[config.mk]
export PLATFORM = sky130hd
export DESIGN_NAME = rx_trig_fifo
export DESIGN_NICKNAME = d
export VERILOG_FILES = /design/src/rtl/rxf_pkg.sv /design/src/rtl/rxf_store.sv /design/src/rtl/rxf_level.sv /design/src/rtl/rxf_irq.sv /design/src/rtl/rx_trig_fifo.sv
export SDC_FILE = /design/constraint.sdc
export NUM_CORES = 1
export LEC_CHECK = 0
export BUFFER_PORTS_ARGS = -buffer_cell sky130_fd_sc_hd__buf_2
export CORE_MARGIN = 4
export CORE_UTILIZATION = 45
export CTS_CLUSTER_SIZE = 30
export DETAILED_ROUTE_END_ITERATION = 8
export GPL_TIMING_DRIVEN = 1
export RECOVER_POWER = 25
export SETUP_SLACK_MARGIN = 0.02
export SLEW_MARGIN = 20
export SYNTH_ARGS = -nofsm -noshare
export SYNTH_HDL_FRONTEND = slang
export SYNTH_SLANG_ARGS = --single-unit
[constraint.sdc]
create_clock -name clk -period 3.8 [get_ports clk]
set_input_delay 0 -clock clk [delete_from_list [all_inputs] [get_ports clk]]
set_output_delay 0 -clock clk [all_outputs]
set_load 0.005 [all_outputs]
[src/rtl/rxf_pkg.sv]
package rxf_pkg;

  // Fill level selected by the 2-bit trigger field (non-linear map).
  function automatic int unsigned trig_level(input logic [1:0] sel);
    case (sel)
      2'b00:   return 1;
      2'b01:   return 4;
      2'b10:   return 8;
      default: return 14;
    endcase
  endfunction

  // Next value of the data-full flag given this cycle's queue events.
  // at_level: the post-update count is at or above the trigger level.
  function automatic logic flag_update(input logic cur, input logic push,
                                       input logic pop, input logic at_level);
    case ({push, pop})
      2'b10:   return cur | at_level;
      2'b01:   return cur & at_level;
      2'b11:   return at_level;
      default: return cur;
    endcase
  endfunction

endpackage

[src/rtl/rxf_store.sv]
module rxf_store #(
  parameter int unsigned DEPTH = 16,
  parameter int unsigned W     = 8,
  localparam int unsigned PW   = (DEPTH > 1) ? $clog2(DEPTH) : 1
) (
  input  logic         clk,
  input  logic         rst_n,
  input  logic         wr,
  input  logic [W-1:0] wr_data,
  input  logic         rd,
  input  logic         clr,
  input  logic         empty,
  output logic [W-1:0] rd_data
);

  localparam bit POW2 = ((DEPTH & (DEPTH - 1)) == 0);

  logic [W-1:0]  mem [DEPTH];
  logic [PW-1:0] head_q, tail_q;
  logic [PW-1:0] head_inc, tail_inc;

  function automatic logic [PW-1:0] bump(input logic [PW-1:0] p);
    if (POW2) return p + PW'(1);
    else      return (p == PW'(DEPTH - 1)) ? '0 : p + PW'(1);
  endfunction

  assign head_inc = bump(head_q);
  assign tail_inc = bump(tail_q);

  always_ff @(posedge clk or negedge rst_n) begin
    if (!rst_n) begin
      head_q <= '0;
      tail_q <= '0;
    end else if (clr) begin
      head_q <= '0;
      tail_q <= '0;
    end else begin
      if (wr) head_q <= head_inc;
      if (rd) tail_q <= tail_inc;
    end
  end

  always_ff @(posedge clk) begin
    if (wr && !clr) mem[head_q] <= wr_data;
  end

  assign rd_data = empty ? '0 : mem[tail_q];

  // A read must never move the tail while the queue is empty.
  AST_NO_EMPTY_POP: assert property (@(posedge clk) disable iff (!rst_n)
    (empty && !clr && !wr) |=> $stable(tail_q));

endmodule

[src/rtl/rxf_level.sv]
module rxf_level #(
  parameter int unsigned DEPTH = 16,
  localparam int unsigned CW   = $clog2(DEPTH + 1)
) (
  input  logic          clk,
  input  logic          rst_n,
  input  logic          push_fire,
  input  logic          pop_fire,
  input  logic          clr,
  input  logic [CW-1:0] lvl,
  output logic [CW-1:0] cnt_q,
  output logic          flag_q,
  output logic          hit_level
);

  logic [CW-1:0] cnt_nxt;
  logic          flag_nxt;

  always_comb begin
    case ({push_fire, pop_fire})
      2'b10:   cnt_nxt = cnt_q + CW'(1);
      2'b01:   cnt_nxt = cnt_q - CW'(1);
      default: cnt_nxt = cnt_q;
    endcase
    if (clr) cnt_nxt = '0;
  end

  assign hit_level = (cnt_nxt >= lvl);

  always_comb begin
    flag_nxt = rxf_pkg::flag_update(flag_q, push_fire, pop_fire, hit_level);
    if (clr) flag_nxt = 1'b0;
  end

  always_ff @(posedge clk or negedge rst_n) begin
    if (!rst_n) begin
      cnt_q  <= '0;
      flag_q <= 1'b0;
    end else begin
      cnt_q  <= cnt_nxt;
      flag_q <= flag_nxt;
    end
  end

  AST_COUNT_CAP: assert property (@(posedge clk) disable iff (!rst_n)
    cnt_q <= CW'(DEPTH));

  AST_CLEAR_EMPTIES: assert property (@(posedge clk) disable iff (!rst_n)
    clr |=> (cnt_q == '0 && !flag_q));

  AST_PAIR_HOLDS: assert property (@(posedge clk) disable iff (!rst_n)
    (push_fire && pop_fire && !clr) |=> $stable(cnt_q));

  AST_FLAG_ON_PUSH: assert property (@(posedge clk) disable iff (!rst_n)
    (push_fire && !pop_fire && !clr && hit_level) |=> flag_q);

  AST_FLAG_OFF_POP: assert property (@(posedge clk) disable iff (!rst_n)
    (pop_fire && !push_fire && !clr && !hit_level) |=> !flag_q);

endmodule

[src/rtl/rxf_irq.sv]
module rxf_irq (
  input  logic clk,
  input  logic rst_n,
  input  logic set_evt,
  input  logic irq_en,
  output logic irq
);

  logic irq_q;

  always_ff @(posedge clk or negedge rst_n) begin
    if (!rst_n)       irq_q <= 1'b0;
    else if (!irq_en) irq_q <= 1'b0;
    else if (set_evt) irq_q <= 1'b1;
  end

  assign irq = irq_q & irq_en;

  AST_IRQ_RAISE: assert property (@(posedge clk) disable iff (!rst_n)
    (set_evt && irq_en) |=> irq_q);

  AST_IRQ_DROPPED: assert property (@(posedge clk) disable iff (!rst_n)
    (!irq_en && !set_evt) |=> !irq_q);

endmodule

[src/rtl/rx_trig_fifo.sv]
module rx_trig_fifo #(
  parameter int unsigned DEPTH = 16,
  parameter int unsigned W     = 8,
  localparam int unsigned CW   = $clog2(DEPTH + 1)
) (
  input  logic          clk,
  input  logic          rst_n,
  input  logic          rx_valid,
  input  logic [W-1:0]  rx_data,
  input  logic          rd_pop,
  input  logic          fifo_clear,
  input  logic [1:0]    trig_sel,
  input  logic          rx_en,
  input  logic          rx_irq_en,
  output logic [W-1:0]  rd_data,
  output logic [CW-1:0] fill_count,
  output logic          rx_ready,
  output logic          data_full,
  output logic          rx_irq
);

  logic          push_fire, pop_fire, hit_level, empty;
  logic [CW-1:0] lvl;
  int unsigned   lvl_raw;

  // Clamp the decoded level to the depth for small instances.
  always_comb begin
    lvl_raw = rxf_pkg::trig_level(trig_sel);
    lvl     = (lvl_raw > DEPTH) ? CW'(DEPTH) : CW'(lvl_raw);
  end

  assign empty     = (fill_count == '0);
  assign rx_ready  = rx_en && (fill_count < CW'(DEPTH));
  assign push_fire = rx_valid && rx_ready && !fifo_clear;
  assign pop_fire  = rd_pop && !empty && !fifo_clear;

  rxf_store #(.DEPTH(DEPTH), .W(W)) u_store (
    .clk     (clk),
    .rst_n   (rst_n),
    .wr      (push_fire),
    .wr_data (rx_data),
    .rd      (pop_fire),
    .clr     (fifo_clear),
    .empty   (empty),
    .rd_data (rd_data)
  );

  rxf_level #(.DEPTH(DEPTH)) u_level (
    .clk       (clk),
    .rst_n     (rst_n),
    .push_fire (push_fire),
    .pop_fire  (pop_fire),
    .clr       (fifo_clear),
    .lvl       (lvl),
    .cnt_q     (fill_count),
    .flag_q    (data_full),
    .hit_level (hit_level)
  );

  rxf_irq u_irq (
    .clk     (clk),
    .rst_n   (rst_n),
    .set_evt (push_fire && hit_level),
    .irq_en  (rx_irq_en),
    .irq     (rx_irq)
  );

  AST_FULL_REFUSES: assert property (@(posedge clk) disable iff (!rst_n)
    (fill_count == CW'(DEPTH)) |-> !rx_ready);

  AST_OFF_REFUSES: assert property (@(posedge clk) disable iff (!rst_n)
    !rx_en |-> !rx_ready);

  AST_EMPTY_ZERO: assert property (@(posedge clk) disable iff (!rst_n)
    (fill_count == '0) |-> (rd_data == '0));

  AST_IRQ_MASKED: assert property (@(posedge clk) disable iff (!rst_n)
    !rx_irq_en |-> !rx_irq);

  AST_IDLE_HOLDS: assert property (@(posedge clk) disable iff (!rst_n)
    (!rx_valid && !rd_pop && !fifo_clear) |=> $stable(fill_count));

endmodule

==> flow_summary.toml, run 1 <==
[power]
power_density_nw_per_um2 = 516
peakVddDrop_mv = 0.234
p_total_w = 0.00374
p_leak_nw = 2.49

[grt]
grt_overflow_total = 0
grt_pass1_vias = 3273
grt_usage_pct = 17.4
antenna_found_initial = 0
grt_pass1_wl_um = 18800
grt_max_degree = 33

[critical_path]
crit_required_ns = 4.11
cp.arrival_ns = 3.80
crit_path_start_kind = "register"
end_kind = "register"
worst-r2r-cell-count = 15
r2r_slack_ns = 0.30
path_class = "register to register"
cp_max_fo = 5

[cts]
cts_buffer_depth = 2
cts_root_buffer = "clkbuf_16"
clk_pin_slew_worst_paths_ns = 0.06
cts_sinks = 143
cts_tree = "yes"
postCtsSetupBuffers = 0
clock_latency_ns = 0.42
cts_made_buffers = 17
htree_num_levels = 4

[sta]
rsz0062_at_grt = "false"
setup_viol = 0
fin_crit_ns = 3.50
slew_violations = 0
max_freq_mhz = 286
finalClockSkew_ns = 0.00779
finalSetupTns_ns = 0
finalHoldWorstSlack_ns = 0.117
min_period_over_period_pct = 92.0
tightest_slew_ns = 1.10
slew_headroom_pct = 26.3
finalHoldViolCount = 0

[logic_synthesis]
yosysSeqAreaShare_pct = 70.1
synth_area_leader_cell = "edfxtp_1"
ys_warn_count = 0
synth-seq-cells = 143
synth_area_um2 = 6020
syn_area_per_cell_um2 = 17.9
syn_nets = 369
yosysTopAreaCellShare_pct = 63.9
synthDistinctLibCells = 36
netlist_instances = 336
synth_area_leaders = "edfxtp_1, mux4_2, dfrtp_1, ha_1, mux2i_1"

[placement]
gp_congestion = 0.828
placed_cell_area_um2 = 6490
dp_hpwl_um = 7700
portBuffers = 32

[floorplanning]
chipWidth_um = 124
die_y_um = 124
num_rows = 41
die-area_um2 = 15300
start_util_pct = 46.7
core-area_um2 = 12900
ioPinCount = 33

[route]
firstDrtPassIters = 4
drtIter0Drc = 226
drt.antenna.violating_nets = 0
drc = 0
vias = 3186
vias_per_cell = 5.43
wl_um = 12100
routedWlPerCell_um = 20.6

[final_layout]
syn_to_final_growth_pct = 20.6
fillers = 1018
final_nets = 435
post-route-cell-area_um2 = 7260
antennaDiodeCount = 0
drive_gt1_share_pct = 28.7

[min_path]
hold_depth = 5
hold_path_class = "input pin to register"

[run_status]
status = "finished clean"

[flow_run]
maxCapViolCount = 0
-- synthesized netlist by cell type, drive strengths merged --
master  number
nand4        1
o21bai       3
a21oi        8
a211oi       3
a221o        1
clkbuf      11
fa           1
or3          1
o21ba        1
nand3        3
nor2b        1
and2         6
buf          5
a21o         1
nor4         4
nand2        9
xnor2        6
nor3b        2
nor2        19
inv         16
mux2i       17
nand2b       5
nor3         5
xor2         2
or4          1
dfrtp       15
o21ai        4
a21boi       1
o21a         1
edfxtp     128
mux4        32
o22ai        8
ha          15
-- critical path, stage by stage, from the launching register on --
cell      delay [ns]
dfrtp_1         0.43
or4_4           0.59
o21ai_4         0.14
nor2_1          0.08
ha_2            0.25
ha_1            0.27
a21o_1          0.18
a21oi_1         0.19
xnor2_1         0.14
nand2_1         0.06
a21oi_1         0.18
ha_1            0.25
o21ai_0         0.07
o21bai_1        0.11
a221o_1         0.28
o21a_1          0.16
-- kinds of logic (layout without fill, tap and decap cells) --
group	after synthesis	count (layout)	share of synthesized area (%)
fa+ha+maj	16	16	3.45
flops	143	143	70.1
mux	49	49	14.8
simple gates	57	57	4.72
buf+inv	32	111	2.10
xor+xnor	8	8	1.16
compound gates	31	31	3.64
-- sequential cells by signal (all words and copies together) (netlist names) --
signal,cells
u_irq.irq_q,1
u_level.cnt_q,5
u_level.flag_q,1
u_store.head_q,4
u_store.mem,128
u_store.tail_q,4
-- layer usage --
| layer | part of all wire [%] | vias to the layer above | track usage, % |
|---|---|---|---|
| li1 | - | 1451 | - |
| met1 | 43 | 1638 | 23.7 |
| met2 | 49 | 81 | 27.1 |
| met3 | 6.3 | 16 | 5.18 |
| met4 | 1.3 | 0 | 5.67 |
| met5 | 0 | - | 0 |
-- final cells by class --
type / count / area [um^2] / area share, %
flip-flops and latches: 143 / 4220 / 58.1
multi-input cells: 161 / 1700 / 23.4
clock buffers: 18 / 429 / 5.91
repair buffers: 63 / 419 / 5.77
clock inverters: 14 / 216 / 2.98
well taps: 172 / 215 / 2.96
inverters: 16 / 60.1 / 0.827
-- worst paths after layout --
check / from / end
min: rd_pop / u_store.tail_q[0]
max: u_level.cnt_q[0] / u_level.flag_q
max in group asynchronous: rst_n / u_store.tail_q[0]
min in group asynchronous: rst_n / u_store.head_q[0]
max reg2reg: u_level.cnt_q[0] / u_level.flag_q
min reg2reg: u_store.tail_q[3] / u_store.tail_q[3]
-- where the power goes --
part	internal (W)	total (W)	leakage, nW	switching (W)
combinational	0.000103	0.000206	0.834	0.000103
sequential	0.00172	0.00175	1.36	0.0000251
clock	0.00116	0.00179	0.302	0.000626
total	0.00299	0.00374	2.49	0.000754
-- placed cells by master (no fill, tap or decap), types with 9 or more instances in the layout --
cell type	count
nor2_1	19
buf_4	18
clkbuf_16	17
dlygate4sd3_1	13
dfrtp_1	14
buf_2	27
inv_1	16
ha_1	14
mux4_2	32
mux2i_1	17
edfxtp_1	128
nand2_1	9
-- repair_timing --
item	4_1_cts	5_1_grt
endpoints found under the setup margin	0	1
hold endpoints to repair	152	0
resized for setup	0	1
hold buffers	13	0
-- metrics by stage --
stage	setup WS, ns	utilization (%)	std cells
after global placement	0.301	50.4	542
after global routing	0.0852	56.4	587
final	0.304	56.4	587
after CTS	0.206	56.4	587
after detailed placement	0.206	50.4	542
after floorplan	0.324	-	336
Power figures use the tool's default switching activity.
==> inputs of run 2 (changes only) <==
- CORE_ASPECT_RATIO: default -> 0.7
==> flow_summary.toml, run 2 (synthesis gave the netlist of run 1 again) <==
[cts]
postCtsSetupBuffers = 0
cts_root_buffer = "clkbuf_16"
clk_pin_slew_worst_paths_ns = 0.06
cts_tree = "yes"
cts_buffer_depth = 2
htree_num_levels = 4
cts_sinks = 143
cts_made_buffers = 17
clock_latency_ns = 0.41

[route]
drc = 0
wl_um = 11900
vias_per_cell = 5.40
vias = 3104
firstDrtPassIters = 5
drtIter0Drc = 305
drt.antenna.violating_nets = 0
routedWlPerCell_um = 20.7

[floorplanning]
ioPinCount = 33
core-area_um2 = 13100
num_rows = 35
chipWidth_um = 146
start_util_pct = 45.8
die_y_um = 105
die-area_um2 = 15300

[power]
p_leak_nw = 2.41
p_total_w = 0.00349
power_density_nw_per_um2 = 490
peakVddDrop_mv = 0.287

[final_layout]
post-route-cell-area_um2 = 7120
drive_gt1_share_pct = 27.6
final_common_cell = "edfxtp_1"
top_regs = "u_store.mem: 128 flops, u_level.cnt_q: 5 flops"
multi_input_area_um2 = 1700
final_cells = 575
fillers = 1053
largest_register_ffs = 128
syn_to_final_growth_pct = 18.3
antennaDiodeCount = 0
largest-register = "u_store.mem"
final-seq-area_um2 = 4220
final_nets = 429
mostFrequentLayoutCells = "edfxtp_1, mux4_2, buf_2"

[sta]
finalHoldWorstSlack_ns = 0.116
min_period_over_period_pct = 94.0
slew_violations = 0
max_freq_mhz = 280
finalClockSkew_ns = 0.0137
setup_viol = 0
finalHoldViolCount = 0
fin_crit_ns = 3.57
finalSetupTns_ns = 0
tightest_slew_ns = 1.06
rsz0062_at_grt = "false"
slew_headroom_pct = 29.6

[grt]
grt_pass1_wl_um = 18600
grt_pass1_vias = 3130
grt_max_degree = 21
grt_usage_pct = 16.5
grt_overflow_total = 0
antenna_found_initial = 0

[critical_path]
startpoint = "u_level.cnt_q[0]"
cp_max_fo = 5
path_class = "register to register"
end_kind = "register"
reg2reg_from = "u_level.cnt_q[0]"
cpMaxStageDelayCell = "or4_4"
cp.arrival_ns = 3.88
path_cells = "or4_4, o21ai_4, nor2_1, ha_2, ha_1, a21o_1, a21oi_1, xnor2_1, nand2_1, a21oi_1, ha_1, o21ai_0, o21bai_1, a221o_1, o21a_1"
crit_path_start_kind = "register"
crit_required_ns = 4.11
slowest_delay_ns = 0.59

[placement]
dp_hpwl_um = 7840
gp_congestion = 0.790
portBuffers = 32
placed_cell_area_um2 = 6430
dp_cells = 530

[run_status]
status = "finished clean"

[min_path]
hold_path_class = "input pin to register"
hold_start = "rd_pop"

[flow_run]
maxCapViolCount = 0
[run 2: path summary, 6_finish.rpt]
path / to / slack [ns] / cells after the start
min reg2reg: u_store.tail_q[3] / 0.58 / 2
max in group asynchronous: u_store.tail_q[0] / 2.98 / 2
max reg2reg: u_level.flag_q / 0.23 / 15
max: u_level.flag_q / 0.23 / 15
min: u_store.tail_q[0] / 0.12 / 5
min in group asynchronous: u_irq.irq_q / 0.23 / 2
[run 2: through the flow]
step / utilization (%) / setup WS, ns
after floorplan: - / 0.324
after global placement: 49.0 / 0.283
after detailed placement: 49.0 / 0.209
after CTS: 54.2 / 0.159
after global routing: 54.2 / 0.0463
final: 54.2 / 0.228
[run 2: layer usage]
| layer | up-vias | wire (um) | GRT usage [%] |
|---|---|---|---|
| met5 | - | 0 | 0 |
| met4 | 0 | 102 | 6.24 |
| met3 | 10 | 766 | 3.77 |
| met2 | 69 | 5220 | 22.7 |
| met1 | 1590 | 5790 | 25.7 |
| li1 | 1435 | - | - |
[run 2: layout make-up]
type | instances | area share [%]
Clock buffer | 18 | 6.03
Clock inverter | 14 | 1.71
Inverter | 16 | 0.844
Multi-Input combinational cell | 161 | 23.9
Sequential cell | 143 | 59.3
Tap cell | 166 | 2.92
Timing Repair Buffer | 57 | 5.24
[run 2: worst max-delay path, delay by kind of cell, from the launching register on]
family,cells,cell delay [ns]
and+or+nand+nor,3,0.75
AOI/OAI and AO/OA,8,1.34
DFF,1,0.44
xor gates and xnor gates,1,0.13
adders and majority gates,3,0.79
[run 2: power breakdown]
group	internal, W	switching [W]	total (W)
combinational	0.000103	0.000112	0.000215
sequential	0.00172	0.0000195	0.00174
clock	0.000896	0.000632	0.00153
total	0.00272	0.000763	0.00349
[run 2: timing repair]
action	4_1_cts	5_1_grt
setup endpoints to repair	0	2
resized for setup	0	2
hold buffers	13	0
hold endpoints to repair	151	0
==> inputs of run 3 (changes only) <==
- PLACE_DENSITY: default -> 0.59
==> flow_summary.toml, run 3 (synthesis gave the netlist of run 1 again) <==
[critical_path]
path_delay_family = "compound AO/OA/AOI/OAI gates"
crit_required_ns = 4.10
cp_max_fo = 5
cp.arrival_ns = 3.81
crit_path_start_kind = "register"
cpMaxStageDelayCell = "or4_4"
end_kind = "register"
slowest_delay_ns = 0.59
path_class = "register to register"
critPathBufInv = 0
path_cells = "or4_4, o21ai_4, nor2_1, ha_2, ha_1, a21o_1, a21oi_1, xnor2_1, nand2_1, a21oi_1, ha_1, o21ai_0, o21bai_1, a221o_1, o21a_1"

[cts]
cts_tree = "yes"
clock_latency_ns = 0.40
cts_buffer_depth = 2
cts_root_buffer = "clkbuf_16"
htree_num_levels = 4
clk_pin_slew_worst_paths_ns = 0.06
cts_made_buffers = 17
postCtsSetupBuffers = 0
cts_sinks = 143

[floorplanning]
chipWidth_um = 146
start_util_pct = 45.8
ioPinCount = 33
die_y_um = 105
die-area_um2 = 15300
num_rows = 35
core-area_um2 = 13100

[grt]
grt_pass1_vias = 3223
grt_usage_pct = 16.9
antenna_found_initial = 0
grt_overflow_total = 0
grt_max_degree = 23
grt_pass1_wl_um = 19200

[placement]
gp_congestion = 0.770
portBuffers = 32
dp_hpwl_um = 8010

[final_layout]
antennaDiodeCount = 0
largest_register_ffs = 128
utilization_pct = 54.5
largest-register = "u_store.mem"
fillers = 1067
final_common_cell = "edfxtp_1"
drive_gt1_share_pct = 27.9
top_regs = "u_store.mem: 128 flops, u_level.cnt_q: 5 flops"
final_nets = 431
multi_input_area_um2 = 1700
mostFrequentLayoutCells = "edfxtp_1, mux4_2, buf_2"
final-seq-area_um2 = 4220
syn_to_final_growth_pct = 18.9

[sta]
fin_crit_ns = 3.52
slew_violations = 0
finalSetupTns_ns = 0
max_freq_mhz = 284
min_period_over_period_pct = 92.6
slew_headroom_pct = 28.2
setup_viol = 0
tightest_slew_ns = 1.08
rsz0062_at_grt = "false"
finalClockSkew_ns = 0.00749
finalHoldViolCount = 0

[route]
drt.antenna.violating_nets = 0
vias = 3188
vias_per_cell = 5.54
wl_um = 12300
routedWlPerCell_um = 21.3
drc = 0
firstDrtPassIters = 5
drtIter0Drc = 185

[power]
switching_power_w = 0.000734
peakVddDrop_mv = 0.366
p_leak_nw = 2.44
power_density_nw_per_um2 = 500
p_total_w = 0.00357
power_frac_clock_pct = 45.2
seq_power_share_pct = 48.7
comb_power_share_pct = 6.1
sw_frac_of_total_pct = 20.5
p_int_w = 0.00284

[run_status]
status = "finished clean"

[min_path]
hold_path_class = "input pin to register"

[flow_run]
maxCapViolCount = 0
## run 3: changes by cell type in the layout (fill, tap and decap cells not counted)
cell,change
buf_4,+2
bufinv_16,+2
clkbuf_1,-2
clkinv_4,-2
clkinvlp_4,-2
buf_2,+1
clkinv_1,+1
clkinv_2,+1
inv_6,-1
## run 3: worst register-to-register path, stage by stage (launching register included)
cell and delay (ns):
dfrtp_1 0.45, or4_4 0.59, o21ai_4 0.15, nor2_1 0.09, ha_2 0.25, ha_1 0.27
a21o_1 0.17, a21oi_1 0.17, xnor2_1 0.13, nand2_1 0.06, a21oi_1 0.19, ha_1 0.25
o21ai_0 0.07, o21bai_1 0.11, a221o_1 0.28, o21a_1 0.17
## run 3: per-layer routing
metal  global-route usage (%)  vias to the layer above  part of all wire [%]
li1                         -                     1444                     -
met1                     25.6                     1652                    48
met2                     24.1                       86                    45
met3                     4.72                        6                   5.8
met4                     4.63                        0                  0.59
met5                        0                        -                     0
## run 3: area by class of cell
type | instances | area share [%]
clock buffer | 17 | 5.95
clock inverter | 13 | 2.08
inverter | 16 | 0.839
multi-input combinational | 161 | 23.8
sequential | 143 | 59.0
tap | 166 | 2.90
timing repair buffer | 59 | 5.44
## run 3: power groups by stage
stage               Sequential (W)  Clock [W]  Combinational, W
floorplan                  0.00176          0          0.000138
global placement           0.00177          0          0.000207
detailed placement         0.00177          0          0.000212
CTS                        0.00174    0.00165          0.000222
global route               0.00174    0.00173          0.000244
finish                     0.00174    0.00162          0.000219
## run 3: path summary, 6_finish.rpt
check / start / to / slack, ns / depth (start not counted)
setup / recovery: u_level.cnt_q[0] / u_level.flag_q / 0.28 / 15
hold / removal: rd_pop / u_store.tail_q[0] / 0.14 / 5
setup reg to reg: u_level.cnt_q[0] / u_level.flag_q / 0.28 / 15
hold reg to reg: u_store.tail_q[3] / u_store.tail_q[3] / 0.59 / 2
max in group asynchronous: rst_n / u_store.tail_q[0] / 2.89 / 2
min in group asynchronous: rst_n / u_store.head_q[2] / 0.26 / 2
## run 3: through the flow
stage	setup slack, ns	hold slack (ns)	instance area (um^2)	cells
3_3_place_gp	0.285	-0.0611	6450	532
2_1_floorplan	0.324	-0.296	6020	336
4_1_cts	0.148	0.0453	7150	575
6_report	0.282	0.136	7160	575
5_1_grt	0.0815	0.164	7160	575
3_5_place_dp	0.187	-0.0487	6450	532
## run 3: timing repair
action,in CTS,in global routing
resized for setup,0,2
setup endpoints to repair,0,1
hold buffers,13,0
endpoints found under the hold margin,151,0
